==> src/rtl/ept_pkg.sv <==
package ept_pkg;
  localparam logic [2:0] RA_PAT  = 3'd0;
  localparam logic [2:0] RA_CMD  = 3'd1;
  localparam logic [2:0] RA_STAT = 3'd2;
  localparam logic [2:0] RA_SRC  = 3'd3;
  localparam logic [2:0] RA_DST  = 3'd4;
  localparam logic [2:0] RA_LEN  = 3'd5;
  localparam logic [2:0] RA_TYPE = 3'd6;
  localparam logic [2:0] RA_NUM  = 3'd7;

  localparam int ST_RD_OK   = 0;
  localparam int ST_RD_BAD  = 1;
  localparam int ST_WR_OK   = 2;
  localparam int ST_WR_BAD  = 3;
  localparam int ST_CP_OK   = 4;
  localparam int ST_CP_BAD  = 5;
  localparam int ST_RAISED  = 6;
  localparam int ST_SRC_BAD = 7;
  localparam int ST_DST_BAD = 8;
  localparam int ST_W       = 9;
  localparam int CMD_W      = 6;
  localparam int NUM_W      = 12;

  typedef enum logic [1:0] {OP_RAISE, OP_READ, OP_WRITE, OP_COPY} op_t;

  // Vector range allowed for each interrupt kind.
  function automatic logic vec_ok(input logic [1:0] kind, input logic [NUM_W-1:0] num);
    case (kind)
      2'd0:    return num == '0;
      2'd1:    return (num != '0) && (num <= NUM_W'(32));
      2'd2:    return (num != '0) && (num <= NUM_W'(2048));
      default: return 1'b0;
    endcase
  endfunction

  // Aligned start and the whole block inside the memory.
  function automatic logic span_ok(input logic [31:0] addr, input logic [15:0] words,
                                   input logic [32:0] limit);
    logic [33:0] end_a;
    end_a = {2'b00, addr} + {16'b0, words, 2'b00};
    return (addr[1:0] == 2'b00) && (end_a <= {1'b0, limit});
  endfunction

  // Index of the lowest set command bit.
  function automatic logic [2:0] lowest_set(input logic [CMD_W-1:0] cmd);
    logic [2:0] r;
    r = '0;
    for (int i = CMD_W - 1; i >= 0; i--)
      if (cmd[i]) r = 3'(i);
    return r;
  endfunction
endpackage

==> src/rtl/ep_cmd_regs.sv <==
module ep_cmd_regs
  import ept_pkg::*;
#(
  parameter int LEN_W = 16
) (
  input  logic                 clk,
  input  logic                 rst_n,
  input  logic                 reg_we,
  input  logic [2:0]           reg_addr,
  input  logic [31:0]          reg_wdata,
  output logic [31:0]          reg_rdata,
  input  logic                 busy,
  input  logic                 accept,
  input  logic [ST_W-1:0]      stat_set,
  input  logic                 raised_ev,
  output logic [CMD_W-1:0]     cmd_q,
  output logic [31:0]          src_q,
  output logic [31:0]          dst_q,
  output logic [LEN_W-1:0]     len_q,
  output logic [1:0]           type_q,
  output logic [NUM_W-1:0]     num_q
);
  logic [31:0]     pat_q;
  logic [ST_W-1:0] stat_q;
  logic [ST_W-1:0] clr_mask;
  logic [ST_W-1:0] set_mask;

  always_comb begin
    clr_mask = (reg_we && reg_addr == RA_STAT) ? reg_wdata[ST_W-1:0] : '0;
    set_mask = stat_set;
    set_mask[ST_RAISED] = stat_set[ST_RAISED] | raised_ev;
  end

  always_ff @(posedge clk) begin
    if (!rst_n) begin
      pat_q  <= '0;
      cmd_q  <= '0;
      stat_q <= '0;
      src_q  <= '0;
      dst_q  <= '0;
      len_q  <= '0;
      type_q <= '0;
      num_q  <= '0;
    end else begin
      stat_q <= (stat_q & ~clr_mask) | set_mask;
      if (accept)
        cmd_q <= '0;
      else if (reg_we && reg_addr == RA_CMD && !busy)
        cmd_q <= reg_wdata[CMD_W-1:0];
      if (reg_we) begin
        case (reg_addr)
          RA_PAT:  pat_q  <= reg_wdata;
          RA_SRC:  src_q  <= reg_wdata;
          RA_DST:  dst_q  <= reg_wdata;
          RA_LEN:  len_q  <= reg_wdata[LEN_W-1:0];
          RA_TYPE: type_q <= reg_wdata[1:0];
          RA_NUM:  num_q  <= reg_wdata[NUM_W-1:0];
          default: ;
        endcase
      end
    end
  end

  always_comb begin
    case (reg_addr)
      RA_PAT:  reg_rdata = pat_q;
      RA_CMD:  reg_rdata = 32'(cmd_q);
      RA_STAT: reg_rdata = 32'({busy, stat_q});
      RA_SRC:  reg_rdata = src_q;
      RA_DST:  reg_rdata = dst_q;
      RA_LEN:  reg_rdata = 32'(len_q);
      RA_TYPE: reg_rdata = 32'(type_q);
      default: reg_rdata = 32'(num_q);
    endcase
  end
endmodule

==> src/rtl/ep_xfer_seq.sv <==
module ep_xfer_seq
  import ept_pkg::*;
#(
  parameter int BUF_DEPTH = 16,
  parameter int MEM_BYTES = 1024,
  parameter int LEN_W     = 16
) (
  input  logic               clk,
  input  logic               rst_n,
  input  logic [CMD_W-1:0]   cmd,
  input  logic [31:0]        src,
  input  logic [31:0]        dst,
  input  logic [LEN_W-1:0]   len,
  input  logic [1:0]         type_reg,
  output logic               accept,
  output logic               busy,
  output logic               mem_req,
  output logic               mem_we,
  output logic [31:0]        mem_addr,
  output logic [31:0]        mem_wdata,
  input  logic               mem_ack,
  input  logic [31:0]        mem_rdata,
  input  logic               mem_err,
  output logic               irq_go,
  output logic [1:0]         irq_kind,
  output logic [ST_W-1:0]    stat_set
);
  localparam int BUF_AW = (BUF_DEPTH > 1) ? $clog2(BUF_DEPTH) : 1;

  typedef enum logic [1:0] {S_IDLE, S_RD, S_WR, S_FIN} state_t;

  state_t           st_q;
  op_t              op_q;
  logic [1:0]       kind_q;
  logic [LEN_W-1:0] idx_q;
  logic             fail_q, inv_s_q, inv_d_q;
  logic [31:0]      sum_rd_q, sum_wr_q, hold_q;
  logic [31:0]      buf_q [BUF_DEPTH];

  logic [2:0] pick;
  logic       src_ok, dst_ok, too_long, last, zero_len;

  always_comb begin
    pick     = lowest_set(cmd);
    src_ok   = span_ok(src, 16'(len), 33'(MEM_BYTES));
    dst_ok   = span_ok(dst, 16'(len), 33'(MEM_BYTES));
    too_long = len > LEN_W'(BUF_DEPTH);
    zero_len = len == '0;
    last     = idx_q == (len - 1'b1);
  end

  assign accept    = (st_q == S_IDLE) && (cmd != '0);
  assign busy      = st_q != S_IDLE;
  assign mem_req   = (st_q == S_RD) || (st_q == S_WR);
  assign mem_we    = st_q == S_WR;
  assign mem_addr  = ((st_q == S_WR) ? dst : src) + (32'(idx_q) << 2);
  assign mem_wdata = (op_q == OP_COPY) ? hold_q : buf_q[idx_q[BUF_AW-1:0]];
  assign irq_go    = st_q == S_FIN;
  assign irq_kind  = kind_q;

  always_ff @(posedge clk) begin
    if (!rst_n) begin
      st_q <= S_IDLE; op_q <= OP_RAISE; kind_q <= '0; idx_q <= '0;
      fail_q <= 1'b0; inv_s_q <= 1'b0; inv_d_q <= 1'b0;
      sum_rd_q <= '0; sum_wr_q <= '0; hold_q <= '0;
    end else begin
      case (st_q)
        S_IDLE: if (accept) begin
          idx_q <= '0; sum_rd_q <= '0; sum_wr_q <= '0;
          fail_q <= 1'b0; inv_s_q <= 1'b0; inv_d_q <= 1'b0;
          kind_q <= type_reg;
          case (pick)
            3'd3: begin
              op_q <= OP_READ;
              if (!src_ok || too_long) begin
                inv_s_q <= !src_ok; fail_q <= 1'b1; st_q <= S_FIN;
              end else st_q <= zero_len ? S_FIN : S_RD;
            end
            3'd4: begin
              op_q <= OP_WRITE;
              if (!dst_ok || too_long) begin
                inv_d_q <= !dst_ok; fail_q <= 1'b1; st_q <= S_FIN;
              end else st_q <= zero_len ? S_FIN : S_WR;
            end
            3'd5: begin
              op_q <= OP_COPY;
              if (!src_ok || !dst_ok) begin
                inv_s_q <= !src_ok; inv_d_q <= !dst_ok; fail_q <= 1'b1; st_q <= S_FIN;
              end else st_q <= zero_len ? S_FIN : S_RD;
            end
            default: begin
              op_q <= OP_RAISE; kind_q <= pick[1:0]; st_q <= S_FIN;
            end
          endcase
        end
        S_RD: if (mem_ack) begin
          if (mem_err) begin
            fail_q <= 1'b1; st_q <= S_FIN;
          end else begin
            sum_rd_q <= sum_rd_q + mem_rdata;
            if (op_q == OP_COPY) begin
              hold_q <= mem_rdata; st_q <= S_WR;
            end else begin
              idx_q <= idx_q + 1'b1;
              if (last) st_q <= S_FIN;
            end
          end
        end
        S_WR: if (mem_ack) begin
          if (mem_err) begin
            fail_q <= 1'b1; st_q <= S_FIN;
          end else begin
            sum_wr_q <= sum_wr_q + mem_wdata;
            idx_q    <= idx_q + 1'b1;
            if (last) begin
              st_q <= S_FIN;
              if (op_q == OP_COPY && sum_rd_q != sum_wr_q + mem_wdata) fail_q <= 1'b1;
            end else begin
              st_q <= (op_q == OP_COPY) ? S_RD : S_WR;
            end
          end
        end
        default: st_q <= S_IDLE;
      endcase
    end
  end

  always_ff @(posedge clk) begin
    if (st_q == S_RD && mem_ack && !mem_err && op_q == OP_READ)
      buf_q[idx_q[BUF_AW-1:0]] <= mem_rdata;
  end

  always_comb begin
    stat_set = '0;
    if (st_q == S_FIN) begin
      case (op_q)
        OP_READ:  stat_set[fail_q ? ST_RD_BAD : ST_RD_OK] = 1'b1;
        OP_WRITE: stat_set[fail_q ? ST_WR_BAD : ST_WR_OK] = 1'b1;
        OP_COPY:  stat_set[fail_q ? ST_CP_BAD : ST_CP_OK] = 1'b1;
        default:  ;
      endcase
      stat_set[ST_SRC_BAD] = inv_s_q;
      stat_set[ST_DST_BAD] = inv_d_q;
    end
  end
endmodule

==> src/rtl/ep_irq_gen.sv <==
module ep_irq_gen
  import ept_pkg::*;
(
  input  logic             irq_go,
  input  logic [1:0]       kind,
  input  logic [NUM_W-1:0] num,
  output logic             irq_valid,
  output logic [1:0]       irq_type,
  output logic [NUM_W-1:0] irq_vec,
  output logic             raised_ev
);
  logic in_range;
  assign in_range  = vec_ok(kind, num);
  assign irq_valid = irq_go && in_range;
  assign raised_ev = irq_valid;
  assign irq_type  = kind;
  assign irq_vec   = num;
endmodule

==> src/rtl/ep_test_engine.sv <==
module ep_test_engine
  import ept_pkg::*;
#(
  parameter int MEM_BYTES = 1024,
  parameter int BUF_DEPTH = 16
) (
  input  logic        clk,
  input  logic        rst_n,
  input  logic        reg_we,
  input  logic [2:0]  reg_addr,
  input  logic [31:0] reg_wdata,
  output logic [31:0] reg_rdata,
  output logic        mem_req,
  output logic        mem_we,
  output logic [31:0] mem_addr,
  output logic [31:0] mem_wdata,
  input  logic        mem_ack,
  input  logic [31:0] mem_rdata,
  input  logic        mem_err,
  output logic        irq_valid,
  output logic [1:0]  irq_type,
  output logic [11:0] irq_vec,
  output logic        busy
);
  localparam int LEN_W = 16;

  logic [CMD_W-1:0] cmd_q;
  logic [31:0]      src_q, dst_q;
  logic [LEN_W-1:0] len_q;
  logic [1:0]       type_q, irq_kind;
  logic [NUM_W-1:0] num_q;
  logic             accept, irq_go, raised_ev;
  logic [ST_W-1:0]  stat_set;

  ep_cmd_regs #(.LEN_W(LEN_W)) u_regs (
    .clk(clk), .rst_n(rst_n), .reg_we(reg_we), .reg_addr(reg_addr),
    .reg_wdata(reg_wdata), .reg_rdata(reg_rdata), .busy(busy), .accept(accept),
    .stat_set(stat_set), .raised_ev(raised_ev), .cmd_q(cmd_q), .src_q(src_q),
    .dst_q(dst_q), .len_q(len_q), .type_q(type_q), .num_q(num_q)
  );

  ep_xfer_seq #(.BUF_DEPTH(BUF_DEPTH), .MEM_BYTES(MEM_BYTES), .LEN_W(LEN_W)) u_seq (
    .clk(clk), .rst_n(rst_n), .cmd(cmd_q), .src(src_q), .dst(dst_q), .len(len_q),
    .type_reg(type_q), .accept(accept), .busy(busy), .mem_req(mem_req),
    .mem_we(mem_we), .mem_addr(mem_addr), .mem_wdata(mem_wdata), .mem_ack(mem_ack),
    .mem_rdata(mem_rdata), .mem_err(mem_err), .irq_go(irq_go), .irq_kind(irq_kind),
    .stat_set(stat_set)
  );

  ep_irq_gen u_irq (
    .irq_go(irq_go), .kind(irq_kind), .num(num_q), .irq_valid(irq_valid),
    .irq_type(irq_type), .irq_vec(irq_vec), .raised_ev(raised_ev)
  );
endmodule

==> config.mk <==
export PLATFORM = sky130hd
export DESIGN_NAME = ep_test_engine
export DESIGN_NICKNAME = d
export VERILOG_FILES = /design/src/rtl/ept_pkg.sv /design/src/rtl/ep_cmd_regs.sv /design/src/rtl/ep_xfer_seq.sv /design/src/rtl/ep_irq_gen.sv /design/src/rtl/ep_test_engine.sv
export SDC_FILE = /design/constraint.sdc
export NUM_CORES = 1
export LEC_CHECK = 0
export BUFFER_PORTS_ARGS = -buffer_cell sky130_fd_sc_hd__buf_2
export CORE_MARGIN = 3
export CORE_UTILIZATION = 56
export CTS_CLUSTER_DIAMETER = 30
export CTS_CLUSTER_SIZE = 20
export DETAILED_ROUTE_END_ITERATION = 12
export PLACE_DENSITY = 0.77
export SKIP_CTS_REPAIR_TIMING = 1
export SLEW_MARGIN = 20
export SYNTH_ARGS = -nofsm -noshare
export SYNTH_HDL_FRONTEND = slang
export SYNTH_SLANG_ARGS = --single-unit
==> constraint.sdc <==
create_clock -name clk -period 6.9 [get_ports clk]
set_clock_uncertainty 0.05 [all_clocks]
set_input_delay 1.38 -clock clk [delete_from_list [all_inputs] [get_ports clk]]
set_output_delay 1.38 -clock clk [all_outputs]
set_load 0.01 [all_outputs]
==> results_dict.tcl, run 1 <==
set metrics [dict create \
    status "completed" \
    ys_seq_elements 778 \
    layout_setup_ws_ns 0.1527 \
    worst_r2r_path_depth 18 \
    cp_cell_sequence "inv_1, ha_2, buf_4, mux2_2, ha_1, nand4_1, o41ai_2, and2_1, a311o_1, nand2_1, or3_1, nor2b_1, nand2_1, xnor2_1, mux2i_1, buf_2" \
    setup_viol 0 \
    synth_top_area_cell "edfxtp_1" \
    place_ws_ns 0.4764 \
    critPathMaxStageDelay_ns 0.48 \
    cts_buffers 142 \
    start_util_pct 56.70 \
    gr-total-overflow 0 \
    core_um2 70150 \
    ir_drop_v 0.0003852 \
    dieWidth_um 272.5 \
    final_hold_viol_count 0 \
    yosysWarnings 0 \
    fillers 4945 \
    avgViaCountPerCell 6.628 \
    cts.htree.levels 4 \
    cts_tree "built" \
    io_pins 186 \
    antenna_found_initial 13 \
    cp.required_ns 5.47 \
    slew_viol_final 0 \
    cap_violations 0 \
    place_congestion 0.9704 \
    die_y_um 272.5 \
    grt_pass1_wl_um 192700 \
    max_clock_freq_ghz 0.1482 \
    clock_latency_ns 0.76 \
    tightestPinTransition_ns 1.018 \
    synth_top_flop_cell "edfxtp_1" \
    rows 97 \
    slowest_stage "or3_1" \
    totalNegativeSetupSlack_ns 0 \
    syn_area_um2 39780 \
    hold_path.class "flip-flop to flip-flop" \
    p_leak_nw 16.61 \
    rsz0062_at_grt "no" \
    wl_um 129700 \
    endpoint_kind "primary output" \
    syn_nets 3644 \
    path_clk_slew_ns 0.05 \
    first_pass_iters 7 \
    clkSinkCount 778 \
    dieArea_um2 74270 \
    nets 3820 \
    drive_above_1_share_pct 20.16 \
    cp.arrival_ns 5.32 \
    dp_cells 4416 \
    grt_pass1_vias 30220 \
    wl_per_cell_um 27.65 \
    hold_path_depth 2 \
    synthArstFlopShare_pct 0 \
    layout_worst_path_cycle_share_pct 97.79 \
    clockRootBuffer "clkbuf_16" \
    critPathKind "flip-flop to primary output" \
    yosysTopAreaCellShare_pct 38.65 \
    pwr_density_cell_nw_per_um2 310.6 \
    period_minus_slack_ns 6.747 \
    grt.total_usage_pct 34.71 \
    ys_types 93 \
    crit_fanout 15 \
    via_count 31090 \
    critPathMostFrequentCell "nand2_1" \
    syn_inst 3444 \
    dp_hpwl_um 81310 \
    ys_seq_area_share_pct 52.04 \
    grt_max_degree 121 \
    clk_path_buf_depth 3 \
    drcViolationCount 0 \
    first_iter_violations 4125 \
    area_delta_synth_final_pct 17.74 \
    ant_nets 0 \
    cp-start-kind "flip-flop" \
    fin_cells 4691 \
    synth_area_leaders "edfxtp_1, dfxtp_1, mux4_2" \
    portBuffers 185 \
    synth-edff-count 512 \
    avgSynthCellArea_um2 11.55 \
    final_util_pct 66.76 \
    maxSlewHeadroom_pct 31.94 \
]
## layout make-up
| cell class | instances | area (µm²) | share of cell area [%] |
|---|---|---|---|
| antenna | 11 | 27.53 | 0.05877 |
| multi-input combinational | 2408 | 18270 | 39.00 |
| inverter | 49 | 183.9 | 0.3927 |
| clock inverter | 101 | 1366 | 2.917 |
| sequential | 778 | 20710 | 44.22 |
| clock buffer | 163 | 3714 | 7.929 |
| tap | 940 | 1176 | 2.511 |
| timing repair buffer | 241 | 1390 | 2.968 |
## Yosys cell counts (44+ instances only)
master,n
a21boi_0,167
nand2_1,492
a21o_1,44
nand3_1,70
edfxtp_1,512
xor2_1,59
inv_1,48
nor3_1,60
nor2_1,173
mux4_2,160
xnor2_1,97
o21ai_0,121
clkbuf_1,180
dfxtp_1,266
ha_1,123
nor2b_1,90
mux2_2,56
a21oi_1,142
a22oi_1,73
mux2i_1,47
## power by group
part / internal, mW / leakage [nW] / switching, mW / total [mW]
combinational: 0.874 / 7.43 / 1.28 / 2.16
sequential: 5.01 / 6.75 / 0.102 / 5.11
clock: 4.61 / 2.43 / 2.67 / 7.28
## logic make-up (layout without fill, tap and decap cells)
logic type	Yosys count	count (layout)	share of synthesized area, %
and+or+nand+nor	1079	1079	12.64
AOI/OAI and AO/OA	780	780	13.35
DFF	778	778	52.04
muxes	263	263	11.83
buffers and inverters	258	554	2.479
xor gates and xnor gates	158	158	3.548
adders and majority gates	128	128	4.121
other	0	11	0
## layout by cell type (no fill, tap or decap), drive strengths merged, types with 20 or more instances in the layout
cell type,netlist,final
nor4,20,20
nor2b,90,90
nand4,31,31
nand3,70,70
clkinv,1,51
a21o,44,44
inv,48,69
a21oi,143,143
mux2,56,56
dfxtp,266,266
buf,28,241
nand2b,23,23
xnor2,97,97
a211oi,21,21
o21bai,21,21
xor2,59,59
mux4,160,160
o21a,21,21
nand2,492,492
mux2i,47,47
a31oi,25,25
o21ai,129,129
clkbuf,181,163
and3,27,27
a21boi,168,168
nor3,60,60
edfxtp,512,512
nor2,173,173
and2,24,24
a22oi,73,73
ha,123,123
## path summary, 6_finish.rpt
| kind | from | end | slack, ns |
|---|---|---|---|
| worst max-delay path | u_seq.st_q[0] | mem_addr[25] | 0.15 |
| worst min-delay path | u_seq.hold_q[24] | u_seq.hold_q[24] | 0.41 |
| worst max register to register | flip-flop | u_seq.fail_q | 0.32 |
| worst min register to register | u_seq.hold_q[24] | u_seq.hold_q[24] | 0.41 |
## state kept, by name, summed over array words and instances (netlist names), 9 cells and up, named ones only
name and cells:
u_seq.idx_q 16, u_regs.dst_q 32, u_regs.src_q 32, u_regs.pat_q 32, u_regs.len_q 16, u_seq.sum_wr_q 32, u_regs.num_q 12, u_seq.sum_rd_q 32
u_regs.stat_q 9, u_seq.buf_q 512, u_seq.hold_q 32
## stage by stage
stage / total power, mW / hold WS (ns) / area [µm²]
6_report: 14.55 / 0.4115 / 46830
3_3_place_gp: 7.236 / 0.3983 / 41710
5_1_grt: 14.93 / 0.4344 / 46820
2_1_floorplan: 6.554 / 0.3910 / 39780
4_1_cts: 14.54 / 0.4122 / 46790
3_5_place_dp: 7.262 / 0.4064 / 41710
## routing by layer
metal	part of all wire, %	vias to the layer above	GRT usage (%)
met5	0.035	-	0
met4	5.1	6	17.37
met3	9.9	450	6.558
met2	46	2087	54.60
met1	39	15170	46.50
li1	-	13380	-
## worst max-delay path, delay by kind of cell, from the launching register on
kind,cells,cell delay (ns)
adder cells (fa/ha/maj),2,0.69
AO/OA/AOI/OAI,2,0.80
multiplexers,2,0.59
flip-flops,1,0.34
buffers and inverters,3,0.58
AND/OR/NAND/NOR,6,1.43
XOR/XNOR,1,0.15
(Power assumes the default switching activity.)
==> run 2: changes to the inputs <==
- GPL_TIMING_DRIVEN: default -> 0
==> results_dict.tcl, run 2 (synthesis results as in run 1) <==
set metrics [dict create \
    largest_reg_flops 512 \
    grt_max_degree 21 \
    crit_family "simple AND/OR/NAND/NOR gates" \
    ir_drop_v 0.0003396 \
    drcViolationCount 0 \
    cp.arrival_ns 7.30 \
    cp-start-kind "flip-flop" \
    final_hold_viol_count 0 \
    hold_path.class "flip-flop to flip-flop" \
    clk_path_buf_depth 3 \
    antenna_found_initial 20 \
    critPathMostFrequentCell "nor4_2" \
    fin_area_um2 47660 \
    first_iter_violations 4418 \
    critPathKind "flip-flop to flip-flop" \
    slowest_stage "mux4_2" \
    p_leak_nw 16.92 \
    dp_hpwl_um 90960 \
    mostFrequentLayoutCell "edfxtp_1" \
    fillers 4990 \
    totalNegativeSetupSlack_ns 0 \
    placed_area_um2 42440 \
    path_clk_slew_ns 0.05 \
    cp_cell_sequence "buf_12, buf_8, buf_12, mux4_2, mux4_2, mux2_4, ha_1, fa_1, xor2_1, or4_1, or4_1, nor4_2, nor4b_4, nand4_1, nor4_2, o2111ai_1, nor4_2, nand4_1, o31ai_4, mux2i_1, nor2b_1" \
    wl_um 135600 \
    max_clock_freq_ghz 0.1484 \
    final_util_pct 67.95 \
    clock_latency_ns 0.76 \
    dp_cells 4596 \
    endpoint_kind "flip-flop" \
    critPathMaxStageDelay_ns 0.57 \
    die_y_um 272.5 \
    dieWidth_um 272.5 \
    pwr_density_cell_nw_per_um2 304.1 \
    nets 3996 \
    clockRootBuffer "clkbuf_16" \
    multi_input_area_um2 18360 \
    wl_per_cell_um 27.91 \
    area_delta_synth_final_pct 19.83 \
    cts_buffers 138 \
    portBuffers 180 \
    crit_fanout 10 \
    maxSlewHeadroom_pct 31.31 \
    clkSinkCount 778 \
    ant_nets 0 \
    period_minus_slack_ns 6.739 \
    setup_viol 0 \
    cts_tree "built" \
    start_util_pct 56.70 \
    core_um2 70150 \
    crit_buf_inv 3 \
    avgViaCountPerCell 6.620 \
    fin_cells 4859 \
    io_pins 186 \
    grt_pass1_vias 31070 \
    rows 97 \
    tightestPinTransition_ns 1.024 \
    grt.total_usage_pct 36.14 \
    drive_above_1_share_pct 19.42 \
    hold_start "u_seq.hold_q[17]" \
    cp.required_ns 7.46 \
    place_congestion 0.9902 \
    first_pass_iters 6 \
    layout_common_cells "edfxtp_1, nand2_1, dfxtp_1, buf_2, clkbuf_1" \
    fin_total_pwr_mw 14.50 \
    dieArea_um2 74270 \
    layout_worst_path_cycle_share_pct 97.67 \
    gr-total-overflow 0 \
    regArea_um2 20700 \
    via_count 32170 \
    cts.htree.levels 4 \
    status "completed" \
    grt_pass1_wl_um 199100 \
    slew_viol_final 0 \
    cap_violations 0 \
]
run 2: path summary, 6_finish.rpt:
check                           slack [ns]               end  cells after the start
worst max register to register        0.16      u_seq.fail_q                     21
worst min-delay path                  0.41  u_seq.hold_q[17]                      2
worst min register to register        0.41  u_seq.hold_q[17]                      2
worst max-delay path                  0.16      u_seq.fail_q                     21
run 2: area by class of cell:
type	instances	area share [%]
multi-input combinational	2408	38.51
antenna	10	0.05250
buffer	205	2.032
inverter	49	0.3859
clock buffer	164	7.704
tap	940	2.468
sequential	778	43.43
clock inverter	89	2.473
timing repair buffer	216	2.940
run 2: per-stage QoR:
stage	setup WS [ns]	hold slack [ns]
after global placement	-1.834	0.3973
after detailed placement	-1.937	0.4058
final	0.1606	0.4120
after CTS	-2.286	0.4128
after global routing	-0.06424	0.4277
after floorplan	0.2927	0.3910
run 2: metal layers:
metal | track usage, % | vias up | wire, µm
li1 | - | 13700 | -
met1 | 45.84 | 15670 | 50470
met2 | 57.12 | 2238 | 62840
met3 | 9.535 | 550 | 14840
met4 | 19.26 | 8 | 7414
met5 | 0 | - | 39
run 2: report_power, final:
part / switching (mW) / internal, mW
Clock: 2.59 / 4.50
Sequential: 0.0643 / 5.01
Combinational: 1.43 / 0.909
Total: 4.08 / 10.4
run 2: worst reg2reg max path, stage by stage, from the launching register on:
cell       delay [ns]
dfxtp_2          0.36
buf_12           0.17
buf_8            0.20
buf_12           0.18
mux4_2           0.54
mux4_2           0.57
mux2_4           0.35
ha_1             0.25
fa_1             0.48
xor2_1           0.16
or4_1            0.48
or4_1            0.44
nor4_2           0.29
nor4b_4          0.27
nand4_1          0.22
nor4_2           0.24
o2111ai_1        0.18
nor4_2           0.42
nand4_1          0.21
o31ai_4          0.27
mux2i_1          0.21
nor2b_1          0.06
